[src/rtl/spi_clkdiv_pkg.sv]
package spi_clkdiv_pkg;

  localparam int unsigned PRE_W_DEF  = 4;
  localparam int unsigned POST_W_DEF = 4;

  // Width of the power-of-two counter for a given post field width.
  function automatic int unsigned post_cnt_width(input int unsigned post_w);
    return (1 << post_w) - 1;
  endfunction

  // Reference cycles between ticks for given settings.
  function automatic longint unsigned div_ratio(input int unsigned pre_v,
                                                input int unsigned post_v);
    return (longint'(pre_v) + 1) << post_v;
  endfunction

endpackage

[src/rtl/spi_clkdiv_cfg_watch.sv]
module spi_clkdiv_cfg_watch #(
  parameter int unsigned PRE_W  = 4,
  parameter int unsigned POST_W = 4
) (
  input  logic              clk,
  input  logic              rst,
  input  logic              run_en,
  input  logic              resync,
  input  logic [PRE_W-1:0]  pre_sel,
  input  logic [POST_W-1:0] post_sel,
  output logic              clr
);

  logic [PRE_W-1:0]  pre_q;
  logic [POST_W-1:0] post_q;
  logic              moved;

  // Track the settings every cycle, including during reset, so that the
  // first cycle after reset does not see a spurious change.
  always_ff @(posedge clk) begin
    pre_q  <= pre_sel;
    post_q <= post_sel;
  end

  always_comb begin
    moved = (pre_sel != pre_q) || (post_sel != post_q);
    clr   = rst || !run_en || resync || moved;
  end

endmodule

[src/rtl/spi_clkdiv_pre_stage.sv]
module spi_clkdiv_pre_stage #(
  parameter int unsigned PRE_W = 4
) (
  input  logic             clk,
  input  logic             clr,
  input  logic [PRE_W-1:0] pre_sel,
  output logic             pre_tick
);

  logic [PRE_W-1:0] cnt;
  logic             at_end;

  always_comb at_end = (cnt == pre_sel);

  always_ff @(posedge clk) begin
    if (clr) begin
      cnt      <= '0;
      pre_tick <= 1'b0;
    end else if (at_end) begin
      cnt      <= '0;
      pre_tick <= 1'b1;
    end else begin
      cnt      <= cnt + 1'b1;
      pre_tick <= 1'b0;
    end
  end

endmodule

[src/rtl/spi_clkdiv_post_stage.sv]
module spi_clkdiv_post_stage #(
  parameter int unsigned POST_W = 4
) (
  input  logic              clk,
  input  logic              clr,
  input  logic              pre_tick,
  input  logic [POST_W-1:0] post_sel,
  output logic              tick
);

  localparam int unsigned CNT_W = (1 << POST_W) - 1;

  logic [CNT_W-1:0] cnt;
  logic [CNT_W:0]   one_hot;
  logic [CNT_W:0]   term;
  logic             at_end;

  // Terminal count is 2^post_sel - 1, computed rather than tabulated.
  always_comb begin
    one_hot = (CNT_W+1)'(1) << post_sel;
    term    = one_hot - (CNT_W+1)'(1);
    at_end  = (cnt == term[CNT_W-1:0]);
  end

  always_ff @(posedge clk) begin
    if (clr) begin
      cnt  <= '0;
      tick <= 1'b0;
    end else if (pre_tick) begin
      if (at_end) begin
        cnt  <= '0;
        tick <= 1'b1;
      end else begin
        cnt  <= cnt + 1'b1;
        tick <= 1'b0;
      end
    end else begin
      tick <= 1'b0;
    end
  end

endmodule

[src/rtl/spi_clkdiv_level.sv]
module spi_clkdiv_level (
  input  logic clk,
  input  logic clr,
  input  logic idle_lvl,
  input  logic tick,
  output logic lvl
);

  always_ff @(posedge clk) begin
    if (clr)       lvl <= idle_lvl;
    else if (tick) lvl <= ~lvl;
  end

endmodule

[src/rtl/spi_clkdiv.sv]
module spi_clkdiv
  import spi_clkdiv_pkg::*;
#(
  parameter int unsigned PRE_W  = PRE_W_DEF,
  parameter int unsigned POST_W = POST_W_DEF
) (
  input  logic              clk,
  input  logic              rst,
  input  logic              run_en,
  input  logic              resync,
  input  logic              sclk_idle,
  input  logic [PRE_W-1:0]  pre_sel,
  input  logic [POST_W-1:0] post_sel,
  output logic              edge_tick,
  output logic              sclk_out
);

  logic clr;
  logic pre_tick;

  spi_clkdiv_cfg_watch #(.PRE_W(PRE_W), .POST_W(POST_W)) u_watch (
    .clk(clk), .rst(rst), .run_en(run_en), .resync(resync),
    .pre_sel(pre_sel), .post_sel(post_sel), .clr(clr)
  );

  spi_clkdiv_pre_stage #(.PRE_W(PRE_W)) u_pre (
    .clk(clk), .clr(clr), .pre_sel(pre_sel), .pre_tick(pre_tick)
  );

  spi_clkdiv_post_stage #(.POST_W(POST_W)) u_post (
    .clk(clk), .clr(clr), .pre_tick(pre_tick), .post_sel(post_sel),
    .tick(edge_tick)
  );

  spi_clkdiv_level u_lvl (
    .clk(clk), .clr(clr), .idle_lvl(sclk_idle), .tick(edge_tick),
    .lvl(sclk_out)
  );

endmodule

[config.mk]
export PLATFORM = sky130hd
export DESIGN_NAME = spi_clkdiv
export DESIGN_NICKNAME = d
export VERILOG_FILES = /design/src/rtl/spi_clkdiv_pkg.sv /design/src/rtl/spi_clkdiv_cfg_watch.sv /design/src/rtl/spi_clkdiv_pre_stage.sv /design/src/rtl/spi_clkdiv_post_stage.sv /design/src/rtl/spi_clkdiv_level.sv /design/src/rtl/spi_clkdiv.sv
export SDC_FILE = /design/constraint.sdc
export NUM_CORES = 1
export LEC_CHECK = 0
export CAP_MARGIN = 5
export CORE_UTILIZATION = 65
export CTS_BUF_LIST = sky130_fd_sc_hd__clkbuf_8
export DETAILED_ROUTE_END_ITERATION = 10
export PLACE_DENSITY = 0.9
export REMOVE_ABC_BUFFERS = 1
export SETUP_SLACK_MARGIN = 0.05
export SLEW_MARGIN = 20
export SYNTH_ARGS = -nofsm -noshare
export SYNTH_HDL_FRONTEND = slang
export SYNTH_SLANG_ARGS = --single-unit
[constraint.sdc]
create_clock -name clk -period 5.25 [get_ports clk]
set_input_delay 1.05 -clock clk [delete_from_list [all_inputs] [get_ports clk]]
set_output_delay 1.05 -clock clk [all_outputs]
set_load 0.01 [all_outputs]
==> results.sh <==
export IMPL_finalSetupViolCount=0
export IMPL_final_max_slew_violation_count=0
export IMPL_max_freq_mhz=217.9
export IMPL_syn_instance_count=224
export IMPL_post_synth_num_cell_types=59
export IMPL_cp_cell_sequence="clkdlybuf4s50_1, nand2b_1, ha_1, nor4b_1, a211oi_1, o2bb2ai_1, o2111ai_2, o31ai_4, nor2_1"
export IMPL_synth_area_in_compound_gates_pct=17.90
export IMPL_area_share_of_and_or_nand_nor_cells_after_synthesis_pct=29.19
export IMPL_finalCritPeriodShare_pct=87.40
export IMPL_max_slew_margin_pct=52.03
export IMPL_yosys_warnings=0
export IMPL_insertion_delay_ns=0.28
export IMPL_p_per_area_nw_per_um2=223.3
export IMPL_route_final_wire_length_um=4490
export IMPL_numPortBuffers=14
export IMPL_min_period_ns=4.589
export IMPL_grt_start_max_net_pins=29
export IMPL_tightestPinTransition_ns=0.7196
export IMPL_globalplace_congestion=0.8448
export IMPL_cts_root_buf="sky130_fd_sc_hd__clkbuf_8"
export IMPL_grt_total_usage_pct=30.69
export IMPL_die_width_um=56.78
export IMPL_synth_avg_cell_area_um2=8.708
export IMPL_dpl_wire_length_um=3367
export IMPL_regToRegStartpoint="u_post.cnt[0]"
export IMPL_timing_hold_worst_start="u_pre.cnt[0]"
export IMPL_initial_utilization_pct=69.54
export IMPL_number_of_detailed_route_iterations_in_the_first_pass=4
export IMPL_drv_cap=0
export IMPL_cp_max_fo=23
export IMPL_dieArea_um2=3224
export IMPL_cp_slowest_cell="sky130_fd_sc_hd__clkdlybuf4s50_1"
export IMPL_fraction_of_synthesized_cell_area_taken_by_the_top_area_cell_type_pct=29.76
export IMPL_grt_pass1_vias=1668
export IMPL_antenna_found_initial=0
export IMPL_synth_xor_area_share_pct=13.47
export IMPL_cts_max_level=2
export IMPL_floorplan_die_height_um=56.78
export IMPL_fin_skew_ns=0.001243
export IMPL_critical_path_startpoint_type="primary input"
export IMPL_end_kind="flip-flop"
export IMPL_num_nets_final=249
export IMPL_syn2layout_area_growth_pct=10.01
export IMPL_antenna_cells=0
export IMPL_ctsLongestPathBuffers=2
export IMPL_cp_arrival_ns=4.72
export IMPL_post_cts_hold_buffer_count=0
export IMPL_routed_wire_length_per_instance_um=17.01
export IMPL_initialDrtViolationCount=182
export IMPL_drc_errors=0
export IMPL_hp_class="flip-flop to flip-flop"
export IMPL_cts_inserted_buffers=5
export IMPL_routed_via_count=1707
export IMPL_rsz_0062_raised_after_global_routing="no"
export IMPL_synth_enable_flop_cells=1
export IMPL_timing_setup_critical_path_class="primary input to flip-flop"
export IMPL_status="finished clean"
export IMPL_grt_overflow_total=0
export IMPL_routed_via_density=6.466
export IMPL_post_synth_mux_area_share_pct=0.5131
export IMPL_final_antenna_net_count=0
export IMPL_synth_main_ff_cell="sky130_fd_sc_hd__dfxtp_1"
export IMPL_synth_adder_area_share_pct=1.924
export IMPL_post_cts_resize_count=0
export IMPL_dominant_combinational_cell_family_by_area_after_synthesis="simple AND/OR/NAND/NOR gates"
export IMPL_rows=19
export IMPL_global_route_wire_length_before_repair_um=7486
export IMPL_cts_repair_timing_setup_buffer_count=0
export IMPL_final_layout_size_suffix_gt1_share_pct=11.59
export IMPL_worst_path_largest_cell_delay_ns=0.87
export IMPL_synth_seq_area_share_pct=31.30
export IMPL_worst_ir_drop_vdd_v=0.0002146
export IMPL_totalNegativeSetupSlack_ns=0
export IMPL_floorplan_core_area_um2=2805
export IMPL_fin_total_pwr_mw=0.4791
export IMPL_ys_top_cells_by_area="sky130_fd_sc_hd__dfxtp_1 30%, sky130_fd_sc_hd__xnor2_1 9.4%, sky130_fd_sc_hd__xor2_1 4.0%"
export IMPL_final_hold_vios=0
export IMPL_ios=15
export IMPL_startpoint="post_sel[0]"
export IMPL_tritoncts="done"
export IMPL_share_of_flip_flops_with_an_asynchronous_set_or_reset_pct=0
export IMPL_numClockSinks=30
export IMPL_netlist_area_before_placement_um2=1951
export IMPL_clk_pin_slew_ns=0.06
export IMPL_synthDominantAreaCellType="sky130_fd_sc_hd__dfxtp_1"
export IMPL_cellLeakagePower_nw=0.7101
export IMPL_yosys_register_bits=30
export IMPL_critical_path_required_ns=5.38
-- worst paths after layout --
| check | cells past startpoint | to | slack [ns] |
|---|---|---|---|
| setup reg to reg | 5 | u_post.cnt[5] | 2.79 |
| hold / removal | 1 | u_pre.cnt[0] | 0.48 |
| hold reg to reg | 1 | u_pre.cnt[0] | 0.48 |
| setup / recovery | 9 | u_post.cnt[5] | 0.66 |
-- cell families after synthesis --
group,Yosys count
AND/OR/NAND/NOR,95
AO/OA/AOI/OAI,45
XOR/XNOR,30
adder cells (fa/ha/maj),3
buffers and inverters,20
multiplexers,1
flip-flops,30
-- layout make-up --
cell class,count,area (um2)
Multi-Input combinational cell,174,1229
Fill cell,208,659.4
Sequential cell,30,610.6
Timing Repair Buffer,17,162.7
Clock buffer,6,82.58
Tap cell,31,38.79
Inverter,5,18.77
Clock inverter,1,3.754
-- state kept, by name, summed over array words and instances (netlist names) --
signal / flops
u_post.tick: 1
u_watch.post_q: 4
u_pre.pre_tick: 1
u_watch.pre_q: 4
u_pre.cnt: 4
u_post.cnt: 15
u_lvl.lvl: 1
-- cell usage after synthesis (2+ instances only) --
| cell | number |
|---|---|
| sky130_fd_sc_hd__a21oi_1 | 7 |
| sky130_fd_sc_hd__o2111ai_1 | 2 |
| sky130_fd_sc_hd__nor2_2 | 10 |
| sky130_fd_sc_hd__nand2_1 | 18 |
| sky130_fd_sc_hd__nor3_1 | 2 |
| sky130_fd_sc_hd__nor2b_1 | 3 |
| sky130_fd_sc_hd__o211ai_1 | 3 |
| sky130_fd_sc_hd__a22oi_1 | 3 |
| sky130_fd_sc_hd__nor4b_4 | 2 |
| sky130_fd_sc_hd__nor2_1 | 16 |
| sky130_fd_sc_hd__dfxtp_1 | 29 |
| sky130_fd_sc_hd__buf_6 | 2 |
| sky130_fd_sc_hd__and2_1 | 2 |
| sky130_fd_sc_hd__xnor2_1 | 21 |
| sky130_fd_sc_hd__and4_1 | 2 |
| sky130_fd_sc_hd__nor4b_1 | 3 |
| sky130_fd_sc_hd__xor2_1 | 9 |
| sky130_fd_sc_hd__inv_1 | 5 |
| sky130_fd_sc_hd__ha_1 | 3 |
| sky130_fd_sc_hd__o21bai_1 | 3 |
| sky130_fd_sc_hd__nand4_1 | 6 |
| sky130_fd_sc_hd__a21o_1 | 4 |
| sky130_fd_sc_hd__nand3_1 | 12 |
| sky130_fd_sc_hd__buf_2 | 8 |
| sky130_fd_sc_hd__o21ai_0 | 4 |
| sky130_fd_sc_hd__and3_1 | 5 |
| sky130_fd_sc_hd__clkbuf_1 | 4 |
| sky130_fd_sc_hd__nand2b_1 | 4 |
| sky130_fd_sc_hd__a211o_1 | 2 |
-- metrics by stage --
step	cells	hold slack, ns	area, um2	setup WS (ns)	utilization (%)
2_1_floorplan	209	0.4404	1858	1.714	-
3_3_place_gp	257	0.4514	2059	0.7657	73.42
3_5_place_dp	257	0.4736	2059	0.4497	73.42
4_1_cts	264	0.4870	2146	0.7586	76.49
5_1_grt	264	0.5424	2146	0.4801	76.49
6_report	264	0.4812	2146	0.6613	76.49
-- critical path, delay by kind of cell --
family	cells	cell delay [ns]
AO/OA/AOI/OAI	4	1.24
AND/OR/NAND/NOR	3	0.93
buffers and inverters	1	0.87
adder cells (fa/ha/maj)	1	0.62
-- power breakdown --
part	internal, mW	leakage [nW]	total, mW	switching [mW]
Combinational	0.0297	0.414	0.0628	0.0331
Clock	0.102	0.0485	0.182	0.0803
Sequential	0.233	0.247	0.234	0.00159
Total	0.364	0.710	0.479	0.115
-- cell usage in the layout (no fill, tap or decap), types with 7 or more instances in the layout --
master,count
sky130_fd_sc_hd__xnor2_1,21
sky130_fd_sc_hd__nor2_1,16
sky130_fd_sc_hd__clkdlybuf4s50_1,14
sky130_fd_sc_hd__a21oi_1,7
sky130_fd_sc_hd__nor2_2,10
sky130_fd_sc_hd__xor2_1,9
sky130_fd_sc_hd__nand3_1,12
sky130_fd_sc_hd__dfxtp_1,29
sky130_fd_sc_hd__nand2_1,18
-- routing by layer --
layer	global-route usage (%)	wire length, um	vias to the layer above
met5	0	0	-
met3	5.760	276	17
met1	36.03	1834	797
li1	-	-	819
met2	52.72	2220	74
met4	16.38	159	0
(Power assumes the default switching activity.)
